[src/rtl/cmc_pkg.sv]
package cmc_pkg;

  typedef enum logic [4:0] {
    M_CFG   = 5'b00001,
    M_NORM  = 5'b00010,
    M_SLEEP = 5'b00100,
    M_LOOP  = 5'b01000,
    M_SNOOP = 5'b10000
  } mode_t;

  typedef struct packed {
    logic [31:0] id;
    logic [31:0] len;
    logic [31:0] d0;
    logic [31:0] d1;
  } frame_t;

  localparam logic [7:0] A_ENABLE  = 8'h00;
  localparam logic [7:0] A_MODESEL = 8'h04;
  localparam logic [7:0] A_STATUS  = 8'h18;
  localparam logic [7:0] A_ISR     = 8'h1C;
  localparam logic [7:0] A_IER     = 8'h20;
  localparam logic [7:0] A_ICR     = 8'h24;

  localparam int EN_BIT   = 1;
  localparam int TXOK_BIT = 1;
  localparam int RXOK_BIT = 4;
  localparam logic [31:0] FLAG_MASK = (32'd1 << TXOK_BIT) | (32'd1 << RXOK_BIT);

  // requested mode from a mode-select write; unknown codes fall back to normal
  function automatic mode_t sel_to_mode(input logic [31:0] v);
    case (v)
      32'd1:   return M_SLEEP;
      32'd2:   return M_LOOP;
      32'd4:   return M_SNOOP;
      default: return M_NORM;
    endcase
  endfunction

  function automatic logic [31:0] mode_to_sel(input mode_t m);
    case (m)
      M_SLEEP: return 32'd1;
      M_LOOP:  return 32'd2;
      M_SNOOP: return 32'd4;
      default: return 32'd0;
    endcase
  endfunction

  function automatic logic [31:0] status_word(input mode_t m);
    logic [31:0] s;
    s = '0;
    case (m)
      M_CFG:   s[0]  = 1'b1;
      M_LOOP:  s[1]  = 1'b1;
      M_SLEEP: s[2]  = 1'b1;
      M_NORM:  s[3]  = 1'b1;
      M_SNOOP: s[12] = 1'b1;
      default: s = '0;
    endcase
    return s;
  endfunction

  function automatic logic [31:0] stamp_len(input logic [31:0] len, input logic [31:0] ts);
    return len + ts;
  endfunction

endpackage

[src/rtl/cmc_regs.sv]
module cmc_regs
  import cmc_pkg::*;
#(
  parameter int ADDR_W = 8
) (
  input  logic              clk,
  input  logic              rst_n,
  input  logic              wr,
  input  logic [ADDR_W-1:0] addr,
  input  logic [31:0]       wdata,
  input  logic [31:0]       status_in,
  input  logic [31:0]       isr_in,
  output logic              en,
  output mode_t             req_mode,
  output logic              sel_wr,
  output logic [31:0]       ier,
  output logic [31:0]       clr_mask,
  output logic [31:0]       rdata
);

  logic hit_en, hit_sel, hit_ier, hit_icr;

  assign hit_en  = wr && (addr == ADDR_W'(A_ENABLE));
  assign hit_sel = wr && (addr == ADDR_W'(A_MODESEL));
  assign hit_ier = wr && (addr == ADDR_W'(A_IER));
  assign hit_icr = wr && (addr == ADDR_W'(A_ICR));

  assign sel_wr   = hit_sel;
  assign clr_mask = hit_icr ? (wdata & FLAG_MASK) : '0;

  always_ff @(posedge clk or negedge rst_n) begin
    if (!rst_n) begin
      en       <= 1'b0;
      req_mode <= M_NORM;
      ier      <= '0;
    end else begin
      if (hit_en)  en       <= wdata[EN_BIT];
      if (hit_sel) req_mode <= sel_to_mode(wdata);
      if (hit_ier) ier      <= wdata & FLAG_MASK;
    end
  end

  always_comb begin
    rdata = '0;
    if (addr == ADDR_W'(A_ENABLE))       rdata[EN_BIT] = en;
    else if (addr == ADDR_W'(A_MODESEL)) rdata = mode_to_sel(req_mode);
    else if (addr == ADDR_W'(A_STATUS))  rdata = status_in;
    else if (addr == ADDR_W'(A_ISR))     rdata = isr_in;
    else if (addr == ADDR_W'(A_IER))     rdata = ier;
  end

endmodule

[src/rtl/cmc_mode.sv]
module cmc_mode
  import cmc_pkg::*;
(
  input  logic  clk,
  input  logic  rst_n,
  input  logic  en,
  input  mode_t req_mode,
  input  logic  sel_wr,
  input  logic  wake_evt,
  output mode_t cur_mode
);

  logic woke_q;

  always_comb begin
    if (!en)                                  cur_mode = M_CFG;
    else if (req_mode == M_SLEEP && woke_q)   cur_mode = M_NORM;
    else                                      cur_mode = req_mode;
  end

  always_ff @(posedge clk or negedge rst_n) begin
    if (!rst_n)                                    woke_q <= 1'b0;
    else if (!en || sel_wr)                        woke_q <= 1'b0;
    else if (cur_mode == M_SLEEP && wake_evt)      woke_q <= 1'b1;
  end

endmodule

[src/rtl/cmc_frame.sv]
module cmc_frame
  import cmc_pkg::*;
#(
  parameter int TS_W = 16
) (
  input  logic   clk,
  input  logic   rst_n,
  input  mode_t  mode,
  input  logic   tx_req,
  input  frame_t tx_frm,
  input  logic   tx_done,
  input  logic   rx_done,
  input  frame_t bus_frm,
  output frame_t rx_frm,
  output logic   bus_tx_start,
  output logic   lb_fire,
  output logic   bus_accept,
  output logic   set_tx,
  output logic   set_rx
);

  logic [TS_W-1:0] ts_q;
  logic [TS_W-1:0] ts_next;
  logic            tx_launch;

  assign lb_fire    = tx_req && (mode == M_LOOP);
  assign tx_launch  = tx_req && (mode == M_NORM);
  assign bus_accept = rx_done &&
                      (mode == M_NORM || mode == M_SLEEP || mode == M_SNOOP);
  assign set_tx     = lb_fire || (tx_done && mode == M_NORM);
  assign set_rx     = lb_fire || bus_accept;
  assign ts_next    = ts_q + 1'b1;

  always_ff @(posedge clk or negedge rst_n) begin
    if (!rst_n) begin
      ts_q         <= '0;
      rx_frm       <= '0;
      bus_tx_start <= 1'b0;
    end else begin
      bus_tx_start <= tx_launch;
      if (lb_fire) begin
        rx_frm <= tx_frm;
      end else if (bus_accept) begin
        rx_frm.id  <= bus_frm.id;
        rx_frm.len <= stamp_len(bus_frm.len, 32'(ts_next));
        rx_frm.d0  <= bus_frm.d0;
        rx_frm.d1  <= bus_frm.d1;
        ts_q       <= ts_next;
      end
    end
  end

endmodule

[src/rtl/cmc_irq.sv]
module cmc_irq
  import cmc_pkg::*;
(
  input  logic        clk,
  input  logic        rst_n,
  input  logic        set_tx,
  input  logic        set_rx,
  input  logic [31:0] clr_mask,
  input  logic [31:0] ier,
  output logic [31:0] isr,
  output logic        irq
);

  logic [31:0] set_mask;

  always_comb begin
    set_mask = '0;
    set_mask[TXOK_BIT] = set_tx;
    set_mask[RXOK_BIT] = set_rx;
  end

  always_ff @(posedge clk or negedge rst_n) begin
    if (!rst_n) isr <= '0;
    else        isr <= (set_mask | (isr & ~clr_mask)) & FLAG_MASK;
  end

  assign irq = |(isr & ier);

endmodule

[src/rtl/can_mode_ctrl.sv]
module can_mode_ctrl
  import cmc_pkg::*;
#(
  parameter int ADDR_W = 8,
  parameter int TS_W   = 16
) (
  input  logic              clk,
  input  logic              rst_n,
  input  logic              reg_wr,
  input  logic [ADDR_W-1:0] reg_addr,
  input  logic [31:0]       reg_wdata,
  output logic [31:0]       reg_rdata,
  input  logic              tx_req,
  input  logic [31:0]       tx_id,
  input  logic [31:0]       tx_len,
  input  logic [31:0]       tx_d0,
  input  logic [31:0]       tx_d1,
  input  logic              tx_done,
  input  logic              rx_done,
  input  logic [31:0]       bus_id,
  input  logic [31:0]       bus_len,
  input  logic [31:0]       bus_d0,
  input  logic [31:0]       bus_d1,
  input  logic              bus_activity,
  output logic              bus_tx_start,
  output logic [31:0]       rx_id,
  output logic [31:0]       rx_len,
  output logic [31:0]       rx_d0,
  output logic [31:0]       rx_d1,
  output logic [4:0]        mode_oh,
  output logic              irq
);

  logic        en_w, sel_wr_w, lb_fire_w, bus_accept_w, set_tx_w, set_rx_w;
  mode_t       req_mode_w, cur_mode_w;
  logic [31:0] ier_w, clr_w, isr_w, status_w;
  frame_t      tx_frm_w, bus_frm_w, rx_frm_w;

  assign tx_frm_w  = '{id: tx_id, len: tx_len, d0: tx_d0, d1: tx_d1};
  assign bus_frm_w = '{id: bus_id, len: bus_len, d0: bus_d0, d1: bus_d1};
  assign status_w  = status_word(cur_mode_w);

  cmc_regs #(.ADDR_W(ADDR_W)) u_regs (
    .clk(clk), .rst_n(rst_n), .wr(reg_wr), .addr(reg_addr), .wdata(reg_wdata),
    .status_in(status_w), .isr_in(isr_w), .en(en_w), .req_mode(req_mode_w),
    .sel_wr(sel_wr_w), .ier(ier_w), .clr_mask(clr_w), .rdata(reg_rdata)
  );

  cmc_mode u_mode (
    .clk(clk), .rst_n(rst_n), .en(en_w), .req_mode(req_mode_w),
    .sel_wr(sel_wr_w), .wake_evt(bus_activity | rx_done), .cur_mode(cur_mode_w)
  );

  cmc_frame #(.TS_W(TS_W)) u_frame (
    .clk(clk), .rst_n(rst_n), .mode(cur_mode_w), .tx_req(tx_req),
    .tx_frm(tx_frm_w), .tx_done(tx_done), .rx_done(rx_done),
    .bus_frm(bus_frm_w), .rx_frm(rx_frm_w), .bus_tx_start(bus_tx_start),
    .lb_fire(lb_fire_w), .bus_accept(bus_accept_w),
    .set_tx(set_tx_w), .set_rx(set_rx_w)
  );

  cmc_irq u_irq (
    .clk(clk), .rst_n(rst_n), .set_tx(set_tx_w), .set_rx(set_rx_w),
    .clr_mask(clr_w), .ier(ier_w), .isr(isr_w), .irq(irq)
  );

  assign rx_id   = rx_frm_w.id;
  assign rx_len  = rx_frm_w.len;
  assign rx_d0   = rx_frm_w.d0;
  assign rx_d1   = rx_frm_w.d1;
  assign mode_oh = cur_mode_w;

endmodule

[config.mk]
export PLATFORM = sky130hd
export DESIGN_NAME = can_mode_ctrl
export DESIGN_NICKNAME = d
export VERILOG_FILES = /design/src/rtl/cmc_pkg.sv /design/src/rtl/cmc_regs.sv /design/src/rtl/cmc_mode.sv /design/src/rtl/cmc_frame.sv /design/src/rtl/cmc_irq.sv /design/src/rtl/can_mode_ctrl.sv
export SDC_FILE = /design/constraint.sdc
export NUM_CORES = 1
export LEC_CHECK = 0
export CAP_MARGIN = 20
export CORE_AREA = 2 2 185 187
export CTS_BUF_LIST = sky130_fd_sc_hd__clkbuf_16
export CTS_CLUSTER_SIZE = 28
export DETAILED_ROUTE_END_ITERATION = 10
export DIE_AREA = 0 0 187 189
export GPL_TIMING_DRIVEN = 0
export PLACE_DENSITY = 0.61
export SLEW_MARGIN = 20
export SYNTH_ARGS = -nofsm -noshare
export SYNTH_HDL_FRONTEND = slang
export SYNTH_SLANG_ARGS = --single-unit
[constraint.sdc]
create_clock -name clk -period 3.4 [get_ports clk]
set_clock_uncertainty 0.05 [all_clocks]
set_input_delay 0.34 -clock clk [delete_from_list [all_inputs] [get_ports clk]]
set_output_delay 0.34 -clock clk [all_outputs]
set_load 0.02 [all_outputs]
; ---- Word-level counts from Yosys, hierarchy flattened
; Cells that the tools add are included.
[totals]
elab_cells = 77
regBits = 156
inputBits = 303
[classes]
bitwise = 6
n_eq_ne = 16
muxes = 21
n_reduce_logical = 21
addsub = 2
[op_table]
columns = operator, n
row1 = $mux 128, 2
row2 = $mux 32, 2
row3 = $add 32x16->32, 1
row4 = $eq 32x1->1 const B, 1
row5 = $eq 32x2->1 const B, 1
row6 = $eq 32x3->1 const B, 1
row7 = $reduce_or 32->1, 1
row8 = $mux 30, 1
row9 = $mux 5, 5
row10 = $add 16x1->16 const B, 1
row11 = $eq 8x5->1 const B, 2
row12 = $eq 8x6->1 const B, 2
row13 = $pmux 5 s3, 1
row14 = $and 5x5->5, 2
row15 = $eq 5x3->1 const B, 2
row16 = $eq 5x4->1 const B, 2
row17 = $eq 5x5->1 const B, 2
row18 = $logic_and 1x1->1, 10
row19 = $mux 1, 9
row20 = $pmux 3 s3, 1
row21 = $eq 8x3->1 const B, 1
row22 = $logic_not 8->1, 1
row23 = $eq 5x1->1 const B, 1
row24 = $eq 5x2->1 const B, 1
row25 = 8 further kinds, 13

; ---- Depth between registers and ports, before layout
; Gate-level depths: netlist of run 1.
[logic_depth]
ltp_word = 10
mapped_depth = 17
depth_no_buf = 15

; ---- Modules after synthesis
; A second synthesis of run 1 with hierarchy kept.
[unflattened]
cells_unflattened = 1070
area_unflattened_um2 = 9860.7
[modules_own_cells]
columns = module, cells_per_inst, area_per_inst_um2, n_inst
row1 = cmc_frame, 801, 7841.3, 1
row2 = cmc_regs, 208, 1534.0, 1
row3 = cmc_irq, 38, 311.5, 1
row4 = cmc_mode, 13, 108.9, 1
row5 = can_mode_ctrl, 10, 65.1, 1

; ---- Worst setup path after synthesis of run 1
; Ideal clock, no wire load.
[synth_path]
path_type = register to register
start = register u_frame.ts_q[2]
end = register u_frame.rx_frm[94] in the netlist's numbering
setup_ns = 0.067
required_ns = 3.283
setup_slack_ns = 0.099
path_stages_with_launch = 17
arrival_time_ns = 3.184
synth_period_minus_slack_ns = 3.301
path_cell_list = dfrtp_1 > nand3_1 > nor2_1 > and3_1 > buf_2 > and3_1 > nand3_1 > xnor2_1 > ha_1 > clkbuf_1 > a21oi_1 > nand2_1 > nor2_1 > o22ai_1 > a21oi_1 > mux2_2 > nand2_1
[synth_via]
elab_chain_cells = 4
[synth_lines]
columns = item, line_no
row1 = "start, declared", cmc_frame.sv:22  ; logic [TS_W-1:0] ts_q;
row2 = "start signal, assigned", cmc_frame.sv:48  ; ts_q <= ts_next;
row3 = $add 16x1->16, cmc_frame.sv:32  ; assign ts_next = ts_q + 1'b1;
row4 = named net u_frame.ts_next[13], cmc_frame.sv:23  ; logic [TS_W-1:0] ts_next;
row5 = $add 32x16->32, cmc_pkg.sv:64  ; return len + ts;
row6 = $mux 128, cmc_frame.sv:43  ; end else if (bus_accept) begin
row7 = $mux 128, cmc_frame.sv:41  ; if (lb_fire) begin
row8 = "end signal, assigned", cmc_frame.sv:42  ; rx_frm <= tx_frm;
row9 = "end, declared", cmc_frame.sv:14  ; output frame_t rx_frm,
; The timed path passes the listed nets, and every way through them passes these cells. The select of a mux whose other input is x is not followed.
; A chain may end at the register's enable or synchronous reset.

; ---- Worst setup path after layout of run 1
[layout_path]
start = input reg_addr[1]
end = output reg_rdata[1]
[layout_via]
elab_chain_cells = 6
elab_cells_between_ends = 10
classes_between = eq/ne: 4 / mux: 5 / reduce/logical: 1
[layout_lines]
columns = item, line_no
row1 = "start, declared", can_mode_ctrl.sv:10  ; input logic [ADDR_W-1:0] reg_addr,
row2 = $eq 8x6->1, cmc_regs.sv:49  ; else if (addr == ADDR_W'(A_IER)) rdata = ier;
row3 = $mux 5, cmc_regs.sv:49
row4 = $mux 5, cmc_regs.sv:48  ; else if (addr == ADDR_W'(A_ISR)) rdata = isr_in;
row5 = $mux 32, cmc_regs.sv:47  ; else if (addr == ADDR_W'(A_STATUS)) rdata = status_in;
row6 = $mux 32, cmc_regs.sv:46  ; else if (addr == ADDR_W'(A_MODESEL)) rdata = mode_to_sel(req_mode);
row7 = $mux 1 *, cmc_regs.sv:45  ; if (addr == ADDR_W'(A_ENABLE)) rdata[EN_BIT] = en;
row8 = "end, declared", can_mode_ctrl.sv:12  ; output logic [31:0] reg_rdata,
; Every way passes the cells marked *; elsewhere a longest branch is shown, timed or not.

==> flow_summary.toml, run 1 <==
[status]
status = "finished, final reports clean"

[sta]
fin_setup_tns_ns = 0
clock.fmax_mhz = 305
finalCritPeriodShare_pct = 96.3
hold_violations = 0
grt_setup_unrepaired = "true"
final.min_clock_period_ns = 3.27
worst_pin_slew_ns = 0.835
slew_violations = 0
setup_viol = 0
slew_headroom_pct = 44.2

[critical_path]
worstPathArrival_ns = 2.88
rr_worst_depth = 13
required_ns = 3.01
path_class = "input pin to primary output"
worstSetupEndpointType = "primary output"
critPathMaxFanout = 5
start_kind = "input pin"

[drt]
vias_per_cell = 4.82
vias = 9648
routed-wl-met3_mm = 2.52
drc_errors = 0
wl_mm = 38.1
post_drt_wl_per_cell_um = 19.1
wl_met1_mm = 15.5
first_pass_iters = 5
top_layer = "met4"
drt_iter0_markers = 539
dr_wl_met2_mm = 19.4
ant_nets = 0

[floorplanning]
initial_core_util_pct = 26.4
die_y_um = 189
core_area_um2 = 33300
dieArea_um2 = 35300
die_x_um = 187
io_pins = 470
rows = 67

[logic_synthesis]
synth_cells = 1047
synth-edff-count = 0
netlist_top_cells_count = "nand2_1 (250), dfrtp_1 (154), nor2_1 (127)"
synth_cell_types = 66
synth_top_area_cell = "dfrtp_1"
seq_area_frac_synth_pct = 44.1
synth_area_um2 = 8790
ys.flop_type = "dfrtp_1"
ys_ff_latch = 155
synth.top_cell.area_share_pct = 43.8
ys_async_sr_fraction_pct = 100
synth.avg_cell_area_um2 = 8.40
synth.top_cells.by_area = "dfrtp_1 (44%), nand2_1 (11%), a31oi_1 (7.3%)"
yosys_warnings = 0
synth.most_common_cell = "nand2_1"

[finish]
layout-drive-gt1-share_pct = 8.13
stdcell_count = 2000
seq_area_um2 = 3880
postLayoutCellArea_um2 = 14800
multi_input_area_um2 = 4680
fin_util_pct = 44.4
area_growth_pct = 68.0
final_nets = 1860
num-fill-cells = 3256

[place]
dpl_cell_area_um2 = 13900
place.gp.congestion = 0.885
place_hpwl_mm = 29.5
portBuffers = 442
dp.cells = 1963

[clock_tree]
cts-buffers-inserted = 17
htree_num_levels = 4
cts.root.buffer_cell = "clkbuf_16"
clk_pin_slew_ns = 0.06
cts_sinks = 155
clk_path_buf_depth = 2
insertion_delay_ns = 0.44
cts_tree = "yes"

[global_route]
grt.overflow.total = 0
grt_pass1_vias = 9571
grt_pass1_wl_mm = 57.8
grt_antenna_before_repair = 2
grt_max_degree = 80
grt_usage_pct = 21.2

[power]
leakagePower_nw = 6.17
power.density_nw_per_um2 = 333
ir_drop_mv = 0.335

[min_path]
min_path_type = "input pin to asynchronous set/reset pin"

[job]
cap_violations = 0
registers in the layout, summed over array words and instances, names as in the netlist:
name	count
u_irq.isr	2
u_regs.en	1
u_frame.bus_tx_start	1
u_frame.rx_frm	128
u_mode.woke_q	1
u_regs.ier	2
u_frame.ts_q	16
u_regs.req_mode	4
worst paths after layout:
| kind | from | end | slack [ns] |
|---|---|---|---|
| worst max register to register | u_frame.ts_q[0] | u_frame.rx_frm[85] | 0.15 |
| worst min-delay path | rst_n | u_frame.rx_frm[125] | 0.40 |
| worst max-delay path | reg_addr[1] | reg_rdata[1] | 0.13 |
| worst min register to register | u_frame.ts_q[15] | u_frame.ts_q[15] | 0.45 |
| max in group asynchronous | rst_n | u_regs.req_mode[1] | 2.04 |
| min in group clk | bus_len[16] | u_frame.rx_frm[80] | 0.40 |
cells in the final DEF (no fill, tap or decap), types with 4 or more instances in the layout:
| cell | synthesis | final |
|---|---|---|
| xnor2_1 | 28 | 26 |
| buf_2 | 19 | 19 |
| buf_4 | 27 | 32 |
| or4_1 | 6 | 6 |
| inv_1 | 10 | 10 |
| clkinv_4 | 0 | 4 |
| nand3_1 | 32 | 28 |
| nor2_1 | 127 | 122 |
| clkbuf_16 | 0 | 17 |
| nor4_1 | 9 | 9 |
| o21ai_1 | 2 | 4 |
| a31oi_1 | 102 | 101 |
| mux2_2 | 6 | 6 |
| nand4_1 | 8 | 8 |
| a22oi_1 | 13 | 13 |
| bufinv_16 | 0 | 4 |
| nand3b_1 | 6 | 6 |
| a21o_1 | 6 | 6 |
| a32o_1 | 8 | 8 |
| and2_1 | 8 | 8 |
| clkdlybuf4s50_1 | 0 | 441 |
| and3_1 | 11 | 10 |
| a221oi_1 | 6 | 6 |
| conb_1 | 1 | 26 |
| dfrtp_1 | 154 | 154 |
| a211oi_1 | 4 | 4 |
| o21a_1 | 4 | 4 |
| nand3_2 | 0 | 4 |
| ha_1 | 19 | 15 |
| xor2_1 | 20 | 19 |
| a21oi_1 | 28 | 25 |
| o21ai_0 | 31 | 29 |
| clkbuf_1 | 45 | 42 |
| nand2_1 | 250 | 250 |
report_power, final:
group / switching, mW / internal [mW] / leakage (nW)
combinational: 0.367 / 0.521 / 3.72
clock: 0.844 / 1.23 / 0.300
sequential: 0.0417 / 1.91 / 2.15
total: 1.25 / 3.66 / 6.17
timing repair:
| item | CTS | global route |
|---|---|---|
| endpoints found under the hold margin | 76 | 0 |
| hold buffers | 1 | 0 |
| resized for setup | 19 | 22 |
| setup endpoints to repair | 13 | 18 |
| pin swaps | 1 | 5 |
| buffers inserted | 2 | 3 |
cell families after synthesis:
group / after synthesis / synth area share, %
AOI/OAI and AO/OA: 229 / 17.1
xor gates and xnor gates: 48 / 4.78
adders and majority gates: 20 / 2.93
buffers and inverters: 105 / 6.00
DFF: 155 / 44.1
muxes: 7 / 0.882
other: 1 / 0.0426
and+or+nand+nor: 482 / 24.1
area by class of cell:
| class | count | share of cell area, % |
|---|---|---|
| Antenna cell | 2 | 0.0339 |
| Tap cell | 448 | 3.79 |
| Clock inverter | 15 | 1.33 |
| Multi-Input combinational cell | 812 | 31.7 |
| Clock buffer | 17 | 2.88 |
| Timing Repair Buffer | 449 | 30.5 |
| Sequential cell | 155 | 26.3 |
| Inverter | 10 | 0.254 |
| Buffer | 92 | 3.24 |
critical path, stage by stage:
cell	delay, ns
clkdlybuf4s50_1	0.40
or4_1	0.66
nor4b_4	0.37
a221oi_1	0.15
a21oi_1	0.15
a31oi_1	0.05
a21oi_1	0.13
clkdlybuf4s50_1	0.63
metal layers:
layer	vias up	track usage [%]
met1	4649	26.0
met3	37	5.38
li1	4608	-
met4	0	6.14
met2	354	36.9
met5	-	0
per-stage QoR:
stage / setup slack (ns) / total power [mW] / hold slack, ns
after floorplan: 0.0991 / 2.26 / -0.00559
after detailed placement: -0.549 / 2.86 / 0.314
after CTS: 0.0173 / 4.96 / 0.361
after global placement: -4.97 / 2.86 / 0.427
final: 0.125 / 4.91 / 0.396
after global routing: -0.0827 / 5.10 / 0.406
Power figures use the tool's default switching activity.
==> run 2, diff against run 1 <==
--- a/config.mk
+++ b/config.mk
@@ -6,13 +6,13 @@
 export NUM_CORES = 1
 export LEC_CHECK = 0
 export CAP_MARGIN = 20
-export CORE_AREA = 2 2 185 187
+export CORE_AREA = 3 3 180 182
 export CTS_BUF_LIST = sky130_fd_sc_hd__clkbuf_16
 export CTS_CLUSTER_SIZE = 28
 export DETAILED_ROUTE_END_ITERATION = 10
-export DIE_AREA = 0 0 187 189
+export DIE_AREA = 0 0 183 185
 export GPL_TIMING_DRIVEN = 0
-export PLACE_DENSITY = 0.61
+export PLACE_DENSITY = 0.64
 export SLEW_MARGIN = 20
 export SYNTH_ARGS = -nofsm -noshare
 export SYNTH_HDL_FRONTEND = slang
==> run 2 against run 1 <==
Compared with the run above: first-iteration DRC count grew 16%; die area shrank 4.2%; routed wire length grew 1.1%; global-route usage grew 0.39 points; utilization grew 3.6 points.
==> flow_summary.toml, run 2 (synthesis gave the netlist of run 1 again) <==
[status]
status = "finished, final reports clean"

[finish]
num-fill-cells = 2948
largest_reg_flops = 128
layout-drive-gt1-share_pct = 8.44
seq_area_um2 = 3880
layout_commonest_cell = "clkdlybuf4s50_1"
area_growth_pct = 67.7
largest_registers = "u_frame.rx_frm: 128 flops, u_frame.ts_q: 16 flops, u_regs.req_mode: 4 flops"
final_nets = 1862
postLayoutCellArea_um2 = 14700
fin_util_pct = 47.9
top_register = "u_frame.rx_frm"
mostFrequentLayoutCells = "clkdlybuf4s50_1 (441), nand2_1 (250), dfrtp_1 (154), nor2_1 (122), a31oi_1 (101)"
multi_input_area_um2 = 4730

[drt]
vias_per_cell = 4.92
drt_iter0_markers = 623
ant_nets = 0
first_pass_iters = 5
vias = 9587
wl_mm = 38.5
drc_errors = 0
post_drt_wl_per_cell_um = 19.8

[critical_path]
r2r_start = "u_frame.ts_q[0]"
rr_worst_depth = 15
path_class = "input pin to primary output"
slowest_stage = "or4_1"
crit_chain = "clkdlybuf4s50_1 -> or4_1 -> nor4b_4 -> a221oi_1 -> a21oi_1 -> a31oi_1 -> a21oi_1 -> clkdlybuf4s50_1"
required_ns = 3.01
startpoint = "reg_addr[1]"
worstSetupEndpointType = "primary output"
cp_num_buf_inv = 2
critPathMaxFanout = 5
reg2reg_slack_ns = 0.18
worstPathArrival_ns = 2.88
slowest_delay_ns = 0.67
start_kind = "input pin"
timing.rr.end = "u_frame.rx_frm[92]"
critPathTopFamily = "simple AND/OR/NAND/NOR gates"

[floorplanning]
initial_core_util_pct = 28.6
die_x_um = 183
core_area_um2 = 30700
die_y_um = 185
dieArea_um2 = 33900
io_pins = 470
rows = 64

[place]
dpl_cell_area_um2 = 13800
place.gp.congestion = 0.848
place_hpwl_mm = 30.0
portBuffers = 442

[clock_tree]
cts_tree = "yes"
cts_sinks = 155
htree_num_levels = 4
cts.root.buffer_cell = "clkbuf_16"
clk_path_buf_depth = 2
insertion_delay_ns = 0.43
clk_pin_slew_ns = 0.06
cts-buffers-inserted = 17

[sta]
slew_violations = 0
setup_viol = 0
holdWs_ns = 0.409
slew_headroom_pct = 41.7
hold_violations = 0
clock.fmax_mhz = 306
final.min_clock_period_ns = 3.27
finalCritPeriodShare_pct = 96.2
worst_pin_slew_ns = 0.874
fin_setup_tns_ns = 0

[global_route]
grt_max_degree = 84
grt_pass1_wl_mm = 56.6
grt_antenna_before_repair = 1
grt_pass1_vias = 9670
grt.overflow.total = 0
grt_usage_pct = 21.6

[min_path]
min_path_type = "input pin to asynchronous set/reset pin"

[power]
power.density_nw_per_um2 = 329
leakagePower_nw = 6.17
ir_drop_mv = 0.292

[job]
cap_violations = 0
## run 2: stage by stage
stage	setup WS, ns	total power [mW]	instances
floorplan	0.0991	2.26	1072
global placement	-5.07	2.86	1910
detailed placement	-0.585	2.86	1911
CTS	-0.0134	4.89	1944
global route	-0.0371	5.04	1949
finish	0.130	4.85	1950
## run 2: cell type report
class,instances,area share [%]
antenna,2,0.0339
inverter,10,0.255
tap,396,3.36
clock inverter,15,1.19
buffer,93,3.28
clock buffer,17,2.89
sequential,155,26.3
multi-input combinational,812,32.1
timing repair buffer,450,30.6
## run 2: how the worst max path moves through the flow
stage                              end  slack (ns)  depth (start not counted)
detailed placement  u_frame.rx_frm[94]       -0.58                         16
finish                    reg_rdata[1]        0.13                          8
global route        u_frame.rx_frm[81]       -0.04                         15
global placement    u_frame.rx_frm[57]       -5.07                          1
floorplan           u_frame.rx_frm[94]         0.1                         16
CTS                 u_frame.rx_frm[94]       -0.01                         15
## run 2: timing repair
item	CTS	global route
buffers inserted	2	4
resized for setup	18	30
hold buffers	1	0
pin swaps	0	7
endpoints found under the hold margin	71	0
endpoints found under the setup margin	14	20
## run 2: layer usage
metal  routed length (um)  track usage [%]
met2                19500             37.8
met3                 2410             4.99
met1                15400             26.2
met5                    0                0
met4                 1230             7.74
## run 2: where the power goes
group / internal [mW] / total (mW) / switching, mW
combinational: 0.522 / 0.892 / 0.370
clock: 1.16 / 2.01 / 0.852
sequential: 1.91 / 1.95 / 0.0407
total: 3.59 / 4.85 / 1.26
## run 2: worst reg2reg max path, delay by kind of cell (launching register included)
| family | cells | cell delay, ns |
|---|---|---|
| AO/OA/AOI/OAI | 2 | 0.23 |
| XOR/XNOR | 1 | 0.10 |
| AND/OR/NAND/NOR | 10 | 1.90 |
| buffers and inverters | 1 | 0.15 |
| adder cells (fa/ha/maj) | 1 | 0.33 |
| flip-flops | 1 | 0.39 |
==> run 3, diff against run 2 <==
--- a/config.mk
+++ b/config.mk
@@ -6,14 +6,15 @@
 export NUM_CORES = 1
 export LEC_CHECK = 0
 export CAP_MARGIN = 20
-export CORE_AREA = 3 3 180 182
+export CORE_AREA = 3 3 181 183
 export CTS_BUF_LIST = sky130_fd_sc_hd__clkbuf_16
 export CTS_CLUSTER_SIZE = 28
 export DETAILED_ROUTE_END_ITERATION = 10
-export DIE_AREA = 0 0 183 185
+export DIE_AREA = 0 0 184 186
 export GPL_TIMING_DRIVEN = 0
-export PLACE_DENSITY = 0.64
+export PLACE_DENSITY = 0.68
 export SLEW_MARGIN = 20
 export SYNTH_ARGS = -nofsm -noshare
 export SYNTH_HDL_FRONTEND = slang
+export SYNTH_HIERARCHICAL = 1
 export SYNTH_SLANG_ARGS = --single-unit
==> run 3 against run 2 <==
Compared with the run above: the flow now finishes with violations (setup timing); fmax decreased by 7.5%; register-to-register slack got worse by 0.31 ns; synthesized cell count decreased by 3.5%; first-iteration DRC count decreased by 20%; non-clock buffer count increased by 10; sequential power decreased by 4%; critical path depth increased by 7; cell count increased by 0.97%; via count increased by 0.77%; routed wire length increased by 0.57%; final area increased by 6.0%; global-route usage decreased by 0.16 points; largest cell class is now multi-input gates.
==> flow_summary.toml, run 3 <==
[drt]
dr_wl_met2_mm = 19.7
wl_mm = 38.8
ant_nets = 0
top_layer = "met4"
drc_errors = 0
drt_iter0_markers = 500
post_drt_wl_per_cell_um = 19.7
routed-wl-met3_mm = 2.92
vias = 9661
wl_met1_mm = 15.3
first_pass_iters = 5
vias_per_cell = 4.91

[sta]
setup_viol = 4
hold_violations = 0
finalCritPeriodShare_pct = 104
fin_ws_ns = -0.134
clock.fmax_mhz = 283
worst_pin_slew_ns = 0.745
slew_headroom_pct = 50.3
final.min_clock_period_ns = 3.53
grt_setup_unrepaired = "true"
slew_violations = 0
fin_setup_tns_ns = -0.342
holdWs_ns = 0.387

[logic_synthesis]
synth.avg_cell_area_um2 = 9.32
synth_area_um2 = 9410
yosys_warnings = 6
synth_cells = 1010

[place]
portBuffers = 443
pre_cts_ws_ns = -0.522
dp.cells = 1911
place_hpwl_mm = 30.0
place.gp.congestion = 0.850

[status]
status = "finished with violations"
violations = "setup timing"

[critical_path]
setup.worst_path.end = "u_frame/rx_frm[90]"
startpoint = "u_frame/ts_q[2]"
worstSetupEndpointType = "register"
worstPathArrival_ns = 3.78
start_kind = "register"
rr_worst_depth = 15
timing.rr.end = "u_frame/rx_frm[90]"
r2r_start = "u_frame/ts_q[2]"
path_class = "register to register"
reg2reg_slack_ns = -0.13
required_ns = 3.65
critPathMaxFanout = 3

[floorplanning]
dieArea_um2 = 34200
io_pins = 470
core_area_um2 = 31400
die_y_um = 186
rows = 65
die_x_um = 184
initial_core_util_pct = 30.0

[power]
power.density_nw_per_um2 = 292
leakagePower_nw = 7.30
ir_drop_mv = 0.302
total_power_mw = 4.57

[clock_tree]
cts_tree = "yes"
clk_path_buf_depth = 2
htree_num_levels = 4
cts.root.buffer_cell = "clkbuf_16"
cts_sinks = 155
insertion_delay_ns = 0.44
cts-buffers-inserted = 17
clk_pin_slew_ns = 0.07

[finish]
layout-drive-gt1-share_pct = 11.1
largest_reg_flops = 128
largest_registers = "u_frame/rx_frm: 128 flops, u_frame/ts_q: 16 flops, u_regs/req_mode: 4 flops"
final_nets = 1874
num-fill-cells = 2933
layout_commonest_cell = "clkdlybuf4s50_1"
stdcell_count = 1969
top_register = "u_frame/rx_frm"
mostFrequentLayoutCells = "clkdlybuf4s50_1 (437), dfrtp_1 (153), nand2_1 (143), mux2i_1 (132), o21ai_0 (121)"
area_growth_pct = 66.1

[global_route]
grt_usage_pct = 21.5
grt_pass1_wl_mm = 56.4
grt.overflow.total = 0
grt_max_degree = 90
grt_pass1_vias = 9646
grt_antenna_before_repair = 2

[job]
cap_violations = 0

[min_path]
min_path_type = "input pin to asynchronous set/reset pin"
## run 3: cell types whose count changed in the layout (fill, tap and decap cells not counted), sizes merged, moves of 7 or more
cell and change:
mux2i +131, o21ai +107, nand2 -106, a31oi -99, nor2 -60, buf +34
conb +32, clkbuf -24, nand3 -18, nor3 +10, nor3b +7
## run 3: stage by stage
step | util, % | area, um^2
2_1_floorplan | - | 9620
3_3_place_gp | 46.4 | 14600
3_5_place_dp | 46.5 | 14600
4_1_cts | 49.1 | 15400
5_1_grt | 49.8 | 15600
6_report | 49.8 | 15600
## run 3: what timing repair did
item / 4_1_cts / 5_1_grt
resized for setup: 39 / 41
hold endpoints to repair: 65 / 0
endpoints found under the setup margin: 134 / 76
pin swaps: 14 / 24
buffers inserted: 15 / 9
hold buffers: 1 / 0
## run 3: area by class of cell
class | count | area (um^2) | share of cell area, %
timing repair buffer | 468 | 4650 | 29.8
clock inverter | 15 | 176 | 1.13
sequential | 155 | 3880 | 24.8
buffer | 85 | 546 | 3.49
clock buffer | 17 | 425 | 2.72
inverter | 14 | 65.1 | 0.416
tap | 402 | 503 | 3.22
antenna | 3 | 7.51 | 0.0480
multi-input combinational | 810 | 5370 | 34.4
## run 3: report_power, final
part           internal [mW]  leakage (nW)  switching [mW]
Combinational          0.438          4.86           0.249
Sequential              1.86          2.15          0.0139
Clock                   1.11         0.290           0.896
Total                   3.41          7.30            1.16
## run 3: layer usage
layer	vias up	GRT usage, %
li1	4603	-
met1	4675	25.7
met2	337	37.6
met3	46	6.10
met4	0	6.32
met5	-	0
## run 3: worst max-delay path, stage by stage (launching register included)
cell and delay, ns:
dfrtp_1 0.37, and3_4 0.20, and4_4 0.23, and3_4 0.19
nand4_1 0.19, buf_4 0.21, xnor2_2 0.14, ha_1 0.31
buf_6 0.10, nand4_1 0.11, or3_1 0.41, o22ai_2 0.22
o21ai_2 0.12, a21oi_4 0.25, mux2i_1 0.23, o211ai_1 0.09
## run 3: worst min path at each step
| stage | from | endpoint | slack [ns] | depth (start not counted) |
|---|---|---|---|---|
| 2_1_floorplan | rst_n | u_frame/bus_tx_start | -0.006 | 0 |
| 3_3_place_gp | u_frame/rx_frm[85] | u_frame/rx_frm[85] | 0.42 | 2 |
| 3_5_place_dp | rst_n | u_frame/rx_frm[59] | 0.29 | 1 |
| 4_1_cts | tx_d0[9] | u_frame/rx_frm[41] | 0.37 | 3 |
| 5_1_grt | tx_id[11] | u_frame/rx_frm[107] | 0.38 | 3 |
| 6_report | rst_n | u_frame/rx_frm[58] | 0.39 | 2 |
